===== config.mk =====
export PLATFORM = sky130hd
export DESIGN_NAME = sdram_refresh_sched
export DESIGN_NICKNAME = d
export VERILOG_FILES = /design/src/rtl/sdram_refresh_pkg.sv /design/src/rtl/ref_interval_timer.sv /design/src/rtl/ref_delay_cnt.sv /design/src/rtl/ref_bank_pick.sv /design/src/rtl/sdram_refresh_sched.sv
export SDC_FILE = /design/constraint.sdc
export NUM_CORES = 1
export LEC_CHECK = 0
export BUFFER_PORTS_ARGS = -buffer_cell sky130_fd_sc_hd__buf_2
export CORE_MARGIN = 2
export CORE_UTILIZATION = 40
export DETAILED_ROUTE_END_ITERATION = 7
export PLACE_DENSITY_LB_ADDON = 0.1
export SLEW_MARGIN = 15
export SYNTH_ARGS = -nofsm -noshare
export SYNTH_HDL_FRONTEND = slang
export SYNTH_SLANG_ARGS = --single-unit

===== constraint.sdc =====
create_clock -name clk -period 1.85 [get_ports clk]
set_input_delay 0.37 -clock clk [delete_from_list [all_inputs] [get_ports clk]]
set_output_delay 0.37 -clock clk [all_outputs]
set_load 0.02 [all_outputs]

===== src/rtl/sdram_refresh_pkg.sv =====
package sdram_refresh_pkg;
   typedef enum logic [2:0] {
      S_IDLE,
      S_ARB,
      S_PRE_CMD,
      S_PRE_GAP,
      S_TRP,
      S_REF,
      S_REC
   } ref_state_t;
endpackage


===== src/rtl/ref_interval_timer.sv =====
module ref_interval_timer #(
   parameter int CNT_W = 14
) (
   input  logic             clk,
   input  logic             rst_n,
   input  logic             clear,
   input  logic [CNT_W-1:0] period,
   output logic             due
);
   localparam logic [CNT_W-1:0] CNT_MAX = '1;

   logic [CNT_W-1:0] elapsed;

   always_ff @(posedge clk) begin
      if (!rst_n)
         elapsed <= '0;
      else if (clear)
         elapsed <= '0;
      else if (elapsed != CNT_MAX)
         elapsed <= elapsed + 1'b1;
   end

   assign due = (elapsed >= period);

   // a clear always restarts the count from zero
   a_r2_clear_restarts: assert property (@(posedge clk) disable iff (!rst_n)
      clear |=> (elapsed == '0));
endmodule


===== src/rtl/ref_delay_cnt.sv =====
module ref_delay_cnt #(
   parameter int DLY_W = 4
) (
   input  logic             clk,
   input  logic             rst_n,
   input  logic             load,
   input  logic [DLY_W-1:0] value,
   output logic             done
);
   localparam logic [DLY_W-1:0] ONE = DLY_W'(1);

   logic [DLY_W-1:0] cnt;

   always_ff @(posedge clk) begin
      if (!rst_n)
         cnt <= '0;
      else if (load)
         cnt <= value;
      else if (cnt != '0)
         cnt <= cnt - 1'b1;
   end

   // zero and one both end after a single cycle
   assign done = (cnt <= ONE);
endmodule


===== src/rtl/ref_bank_pick.sv =====
module ref_bank_pick #(
   parameter int NBANK = 4,
   parameter int BI_W  = 2
) (
   input  logic [NBANK-1:0] pend,
   output logic [BI_W-1:0]  idx,
   output logic [NBANK-1:0] first
);
   // isolate the lowest pending bank
   assign first = pend & (~pend + 1'b1);

   always_comb begin
      idx = '0;
      for (int i = NBANK - 1; i >= 0; i--)
         if (pend[i]) idx = BI_W'(i);
   end

   a_r4_one_pick: assert final ($onehot0(first));
endmodule


===== src/rtl/sdram_refresh_sched.sv =====
module sdram_refresh_sched
   import sdram_refresh_pkg::*;
#(
   parameter int INTV_W = 14,
   parameter int TIM_W  = 4,
   parameter int NBANK  = 4,
   localparam int BI_W  = $clog2(NBANK)
) (
   input  logic              clk,
   input  logic              rst_n,
   input  logic [INTV_W-1:0] refresh_period,
   input  logic [TIM_W-1:0]  pre_to_act,
   input  logic [TIM_W-1:0]  recovery,
   input  logic              access_busy,
   input  logic [NBANK-1:0]  open_banks,
   output logic              precharge_stb,
   output logic              refresh_stb,
   output logic [BI_W-1:0]   bank_idx,
   output logic              act_inhibit
);
   generate
      if (INTV_W < 2) begin : g_bad_intv
         $error("INTV_W must be at least 2");
      end
      if (TIM_W < 1) begin : g_bad_tim
         $error("TIM_W must be at least 1");
      end
      if (NBANK < 2) begin : g_bad_nbank
         $error("NBANK must be at least 2");
      end
   endgenerate

   ref_state_t       st, st_nx;
   logic [NBANK-1:0] remain;
   logic [NBANK-1:0] first_bank;
   logic [BI_W-1:0]  pick_idx;
   logic             due, dly_done, dly_load;
   logic [TIM_W-1:0] dly_value;
   logic             arb_go, to_trp;

   ref_interval_timer #(.CNT_W(INTV_W)) u_timer (
      .clk    (clk),
      .rst_n  (rst_n),
      .clear  (st == S_REF),
      .period (refresh_period),
      .due    (due)
   );

   ref_bank_pick #(.NBANK(NBANK), .BI_W(BI_W)) u_pick (
      .pend  (remain),
      .idx   (pick_idx),
      .first (first_bank)
   );

   ref_delay_cnt #(.DLY_W(TIM_W)) u_dly (
      .clk   (clk),
      .rst_n (rst_n),
      .load  (dly_load),
      .value (dly_value),
      .done  (dly_done)
   );

   assign arb_go    = (st == S_ARB) && !access_busy;
   assign to_trp    = (arb_go && (open_banks == '0)) ||
                      ((st == S_PRE_GAP) && (remain == '0));
   assign dly_load  = to_trp || (st == S_REF);
   assign dly_value = (st == S_REF) ? recovery : pre_to_act;

   always_comb begin
      st_nx = st;
      unique case (st)
         S_IDLE:    if (due) st_nx = S_ARB;
         S_ARB:     if (!access_busy)
                       st_nx = (open_banks != '0) ? S_PRE_CMD : S_TRP;
         S_PRE_CMD: st_nx = S_PRE_GAP;
         S_PRE_GAP: st_nx = (remain != '0) ? S_PRE_CMD : S_TRP;
         S_TRP:     if (dly_done) st_nx = S_REF;
         S_REF:     st_nx = S_REC;
         S_REC:     if (dly_done) st_nx = S_IDLE;
         default:   st_nx = S_IDLE;
      endcase
   end

   always_ff @(posedge clk) begin
      if (!rst_n) begin
         st     <= S_IDLE;
         remain <= '0;
      end else begin
         st <= st_nx;
         if (arb_go)
            remain <= open_banks;
         else if (st == S_PRE_CMD)
            remain <= remain & ~first_bank;
      end
   end

   assign precharge_stb = (st == S_PRE_CMD);
   assign refresh_stb   = (st == S_REF);
   assign bank_idx      = (st == S_PRE_CMD) ? pick_idx : '0;
   assign act_inhibit   = (st != S_IDLE) && (st != S_ARB);

   // strobes are exclusive and the refresh lasts one cycle
   a_r7_no_overlap: assert property (@(posedge clk) disable iff (!rst_n)
      !(precharge_stb && refresh_stb));
   a_r7_ref_pulse: assert property (@(posedge clk) disable iff (!rst_n)
      refresh_stb |=> !refresh_stb);
   // precharge strobes are separated by a gap cycle
   a_r4_pre_spacing: assert property (@(posedge clk) disable iff (!rst_n)
      precharge_stb |=> !precharge_stb);
   // activates are blocked around precharge and after refresh
   a_r8_inh_on_pre: assert property (@(posedge clk) disable iff (!rst_n)
      precharge_stb |-> act_inhibit);
   a_r8_inh_after_ref: assert property (@(posedge clk) disable iff (!rst_n)
      refresh_stb |=> act_inhibit);
   // a busy access holds the sequence in arbitration
   a_r3_hold_busy: assert property (@(posedge clk) disable iff (!rst_n)
      (st == S_ARB && access_busy) |=> (st == S_ARB && !precharge_stb));
   // the refresh always follows the precharge-to-activate wait
   a_r6_ref_after_wait: assert property (@(posedge clk) disable iff (!rst_n)
      refresh_stb |-> $past(st) == S_TRP);
endmodule


### Word-level counts from Yosys, hierarchy flattened

Cells that the tools add are included.
Widths: inputs -> output; s select.

| storage, ports and cells | value |
|---|---|
| flip-flop bits (word level) | 25 |
| latch bits | 0 |
| memory bits (writable) | 0 |
| memory bits (read-only) | 0 |
| logic and storage cells | 61 |
| memories | 0 |

| cells by class | value |
|---|---|
| add/sub/neg operators | 3 |
| multiply operators | 0 |
| divide/modulo/power cells | 0 |
| $lt $le $gt $ge | 2 |
| equal/unequal tests | 12 |
| shifts and indexed selects | 0 |
| muxes and demuxes | 17 |
| bitwise operators | 5 |
| reductions and logical operators | 18 |

Operators by type and width:

| cell | count |
|---|---|
| $pmux 3 s7 | 1 |
| $mux 4 | 5 |
| $mux 3 | 6 |
| $add 14x1->14 const B | 1 |
| $ge 14x14->1 | 1 |
| $ne 14x14->1 const B | 1 |
| $reduce_bool 4->1 | 3 |
| $mux 2 | 5 |
| $eq 3x3->1 const B | 3 |
| $and 4x4->4 | 2 |
| $logic_not 4->1 | 2 |
| $ne 2x2->1 const B | 4 |
| $not 4->4 | 2 |
| $eq 3x2->1 const B | 2 |
| $add 4x1->4 const B | 1 |
| $le 4x1->1 const B | 1 |
| $logic_and 1x1->1 | 4 |
| $reduce_and 4->1 | 1 |
| $reduce_bool 2->1 | 2 |
| $sub 4x1->4 const B | 1 |
| $eq 3x1->1 const B | 1 |
| $logic_not 3->1 | 1 |
| $ne 3x1->1 const B | 1 |
| $reduce_bool 3->1 | 1 |
| other kinds (4) | 5 |

### Longest topological paths before layout

| logic depth | value |
|---|---|
| depth after elaboration | 7 |
| gate-level depth with buffers | 6 |
| depth with buffers taken out | 6 |

### Hierarchy

Synthesis repeated with hierarchy kept, for this count alone.

| unflattened totals | value |
|---|---|
| cells, all modules | 233 |
| area, all modules | 1,901.8 um2 |

Modules (own cells, without submodules):

| module | times used | cells each | area an instance (um2) | sequential area each (um2) |
|---|---|---|---|---|
| ref_interval_timer | 1 | 134 | 1,078.5 | 280.3 |
| sdram_refresh_sched | 1 | 64 | 499.2 | 140.1 |
| ref_delay_cnt | 1 | 26 | 255.2 | 80.1 |
| ref_bank_pick | 1 | 9 | 68.8 | 0.0 |

### Worst setup path before layout

Ideal clock, no wire load.

| timing | value |
|---|---|
| kind | register to output |
| start | register st[1] |
| end | output port bank_idx[1] |
| data arrival time | 1.523 ns |
| data required time | 1.480 ns |
| path slack | -0.043 ns |
| cell stages (with the launch flop) | 5 |
| path through | dfxtp_1 -> clkbuf_2 -> or4b_1 -> or2_2 -> nor2_1 |

| between the ends | value |
|---|---|
| cells in the longest elaborated chain, start to end | 2 |

RTL lines:

| what | line | RTL |
|---|---|---|
| from (decl) | sdram_refresh_sched.sv:33 | `ref_state_t st, st_nx;` |
| from (signal assigned) | sdram_refresh_sched.sv:89 | `st <= st_nx;` |
| $eq 3x2->1 | sdram_refresh_sched.sv:99 | `assign bank_idx = (st == S_PRE_CMD) ? pick_idx : '0;` |
| $mux 2 | sdram_refresh_sched.sv:99 |  |
| to (decl) | sdram_refresh_sched.sv:18 | `output logic [BI_W-1:0] bank_idx,` |

Every way passes these cells.

### Final worst setup path

| timing | value |
|---|---|
| start | register st[0] |
| end | output port bank_idx[1] |

The elaborated chain is that of the path after synthesis.

==> results.txt <==
- For this run, the detailed router's first-pass iteration total came to 4.
- Remaining routing DRC violations: 0
* Area taken by flip-flops and latches: about 500 µm²
* Clock root cell: sky130_fd_sc_hd__clkbuf_8
- The routed layout has 1699 vias.
* Clock-pin transition on the worst setup and hold timing paths: 0.09 ns
* Total count of hold-check failures in the final report: 0
- Count of state elements after synthesis: 25
* TritonCTS clock tree: yes
- The completed layout was analyzed and its total power is about 1400 µW.
- The commonest cells after synthesis are 25 x sky130_fd_sc_hd__dfxtp_1, 23 x sky130_fd_sc_hd__inv_1, 21 x sky130_fd_sc_hd__a21oi_1, 18 x sky130_fd_sc_hd__ha_1, 15 x sky130_fd_sc_hd__nor2_1.
- Highest clock frequency the design can meet: about 520 MHz
- Setup repair after global routing missed its margin: true
- Number of buffers created by CTS: 3
- Total power per unit cell area: 648 nW/µm²
- In this run the number of H-tree levels came out at 1.
- Yosys mapped a number of flops with a built-in enable equal to 0.
- Violations in the final reports: setup timing
* Latest clock arrival within the worst-skew pair: around 0.27 ns
* Outcome: finished, violations left
- The endpoint identified for the worst register-to-register timing path is st[0].
* Number of placement rows: 24
- Number of antenna violations at the first check in global routing: 0
* Ordered cell list for the critical path: or4b_4, or2_4, nor2_4, buf_6
- Cell count after synthesis: 224
* Post-CTS Hold Buffers: 0
* Signed area change from the synthesized netlist to the final layout: 21.1%
* Clock Sink Count: 25
* Share of synthesized area occupied by flip-flops and latches: 0.282
- During synthesis, Yosys emitted a total of 0 warnings.
* I/O pin total: 34
- Depth of the worst hold-timing path: 3
- For the worst flop-to-flop path, the logic depth is 4.
* Worst-margin pin slew: roughly 0.53 ns
* Slowest stage cell, crit path: sky130_fd_sc_hd__or4b_4
* Startpoint of the lowest-slack register-to-register path: st[1]
- Worst hold slack after final layout: approximately 0.35 ns
- Final critical-path share of the clock period: 1.04
* # Max-Cap Violations: 0
* Req. time, crit path: about 1.5 ns
* Quantity of I/O buffers inserted on ports: 33
- Of all flip-flops after synthesis, the portion carrying an async set or reset was 0.
- Detailed placement finished with a half-perimeter wire length of 3100 µm.
- Synth Area per Inst: 7.92 µm²
- The congestion estimate from routability-driven global placement came to 0.792.
- Summed over all instances, the cell type with the most area after synthesis is sky130_fd_sc_hd__dfxtp_1.
- The multi-input combinational cells in the finished layout cover a total of 1170 µm².
- Drt first-iter violations: 92
- Post-DR vias/cell: 5.31
* Final critical delay including setup and external delays: 1.93 ns
* Utilization of the core after routing: 0.497
- Number of global-route vias before repair: 1597
* Worst hold path endpoint: remain[3]
- After detailed routing, the total wire length is 4040 µm.
* Total congestion overflow after global routing: 0
* Starting Density: 0.410
- For this run, the total global-route usage over all layers was measured as 0.168.
* Total Die Area: 4980 µm²
* Cell Area, Synth: 1770 µm²
* Cell Area, Placed: about 2100 µm²
* Wire length of the first global-routing pass: around 7000 µm
- 0 antenna diodes ended up in the layout.
- Delay of the slowest critical-path stage: 0.53 ns
* Worst slew margin: 0.642
* Number of distinct library cells after synthesis: 44
* Max FO, Critical Path: 2
- In the post-synthesis netlist, the cell with the most instances is sky130_fd_sc_hd__dfxtp_1.
* Die width: 70.6 µm
- Arr. time, crit path: 1.56 ns
* Pin count of the biggest net entering global routing: 14
- DIE HEIGHT: 70.6 µm
- With fillers left out, the area of the finished cells amounts to 2150 µm².
- Number of nets with antenna violations after detailed routing: 0
- Proportion of layout cells with a drive suffix above 1: 0.239
- Hold path start: open_banks[3]
* Worst min-delay path class: in2reg
- The critical path is of the reg2out type.
- Count of final max-slew check failures: 0
- The worst register-to-register path has a setup slack of between 0.2 and 0.25 ns.
- Setup crit start kind: flop
* Max Clock Skew: 0.00498 ns
- Worst path setup slack after routing: -0.0831 ns
- Peak supply drop: 0.000371 V
- The number of nets in the synthesized netlist is ~270.
- Ys flop type: sky130_fd_sc_hd__dfxtp_1
- Dividing the detail-routed wire length by the instance count gives 12.6 µm.
* # setup viols final: 2
- Core outline area: 4320 µm²
- Before CTS, the worst setup slack after placement is 0.0664 ns.
- At the end of the flow, the number of nets in the layout was between 300 and 400.
- Counting along the longest clock path gives a buffer depth of 2.
- Fill cell count: 446
- The share of synthesized area in the top cell type comes to 0.282.
- The worst setup path is captured at an output pin.
- Static leakage: 0.000932 µW
* Most area-consuming cells after synthesis: sky130_fd_sc_hd__dfxtp_1 28%, sky130_fd_sc_hd__ha_1 13%, sky130_fd_sc_hd__a21oi_1 5.9%, sky130_fd_sc_hd__inv_1 4.9%, sky130_fd_sc_hd__a211oi_1 4.2%
==> sequential cells by signal, summed over array words and instances, names as in the netlist <==
| name | count |
|---|---|
| u_timer.elapsed | 14 |
| remain | 4 |
| u_dly.cnt | 4 |
| st | 3 |
==> stage by stage <==
step / setup TNS [ns] / instances
2_1_floorplan: 0 / 224
3_3_place_gp: 0 / 314
3_5_place_dp: 0 / 314
4_1_cts: -0.149 / 320
5_1_grt: -0.204 / 320
6_report: -0.0977 / 320
==> final cells by class <==
type | count | area share
multi-input combinational | 169 | 0.545
sequential | 25 | 0.234
clock buffer | 4 | 0.0210
timing repair buffer | 47 | 0.130
inverter | 23 | 0.0402
tap | 52 | 0.0303
==> worst max-delay path by stage <==
stage                          from     endpoint  slack, ns  depth (start not counted)
after floorplan               st[1]  bank_idx[1]       0.03                          4
after global placement    remain[0]  bank_idx[1]       0.08                          4
after detailed placement  remain[0]  bank_idx[1]       0.07                          4
after CTS                     st[0]  bank_idx[1]      -0.12                          4
after global routing          st[0]  bank_idx[1]      -0.14                          4
final                         st[0]  bank_idx[1]      -0.08                          4
==> timing repair <==
action / CTS / global route
gates resized for setup: 7 / 0
buffers inserted: 2 / 0
endpoints found under the setup margin: 2 / 2
pin swaps: 3 / 1
==> cell usage in the layout, fill, tap and decap left out, drive strengths merged, types with 5 or more instances in the layout <==
| cell | synthesis | routed |
|---|---|---|
| ha | 18 | 18 |
| nand2 | 9 | 9 |
| buf | 1 | 47 |
| a211oi | 10 | 10 |
| inv | 23 | 23 |
| nor2 | 15 | 15 |
| dfxtp | 25 | 25 |
| or3 | 5 | 5 |
| nand3 | 14 | 14 |
| nor4 | 5 | 5 |
| o21ai | 7 | 7 |
| a21oi | 21 | 21 |
| nor3 | 10 | 10 |
| mux2i | 7 | 7 |
==> critical path, delay by kind of cell (launching register included) <==
family / cells / cell delay [ns]
buffers and inverters: 1 / 0.11
and+or+nand+nor: 3 / 0.87
DFF: 1 / 0.32
==> layer usage <==
metal / share of wire / wire (µm) / vias up / global-route usage
li1: - / - / 914 / -
met3: 0.034 / 137 / 4 / 0.0214
met2: 0.42 / 1720 / 34 / 0.269
met5: 0 / 0 / - / 0
met1: 0.53 / 2160 / 747 / 0.242
met4: 0.0072 / 29 / 0 / 0.0440
==> kinds of logic (layout without fill, tap and decap cells) <==
kind of cell | after synthesis | after routing | share of synthesized area
muxes | 8 | 8 | 0.0458
and+or+nand+nor | 84 | 84 | 0.267
AOI/OAI and AO/OA | 57 | 57 | 0.202
DFF | 25 | 25 | 0.282
adders and majority gates | 18 | 18 | 0.127
buffers and inverters | 30 | 74 | 0.0656
xor gates and xnor gates | 2 | 2 | 0.00987
==> power breakdown <==
group	total [µW]	internal (µW)	leakage, µW	switching (µW)
Combinational	426	224	0.000706	202
Clock	334	154	0.0000228	180
Sequential	633	584	0.000203	49.2
(Power assumes the default switching activity.)
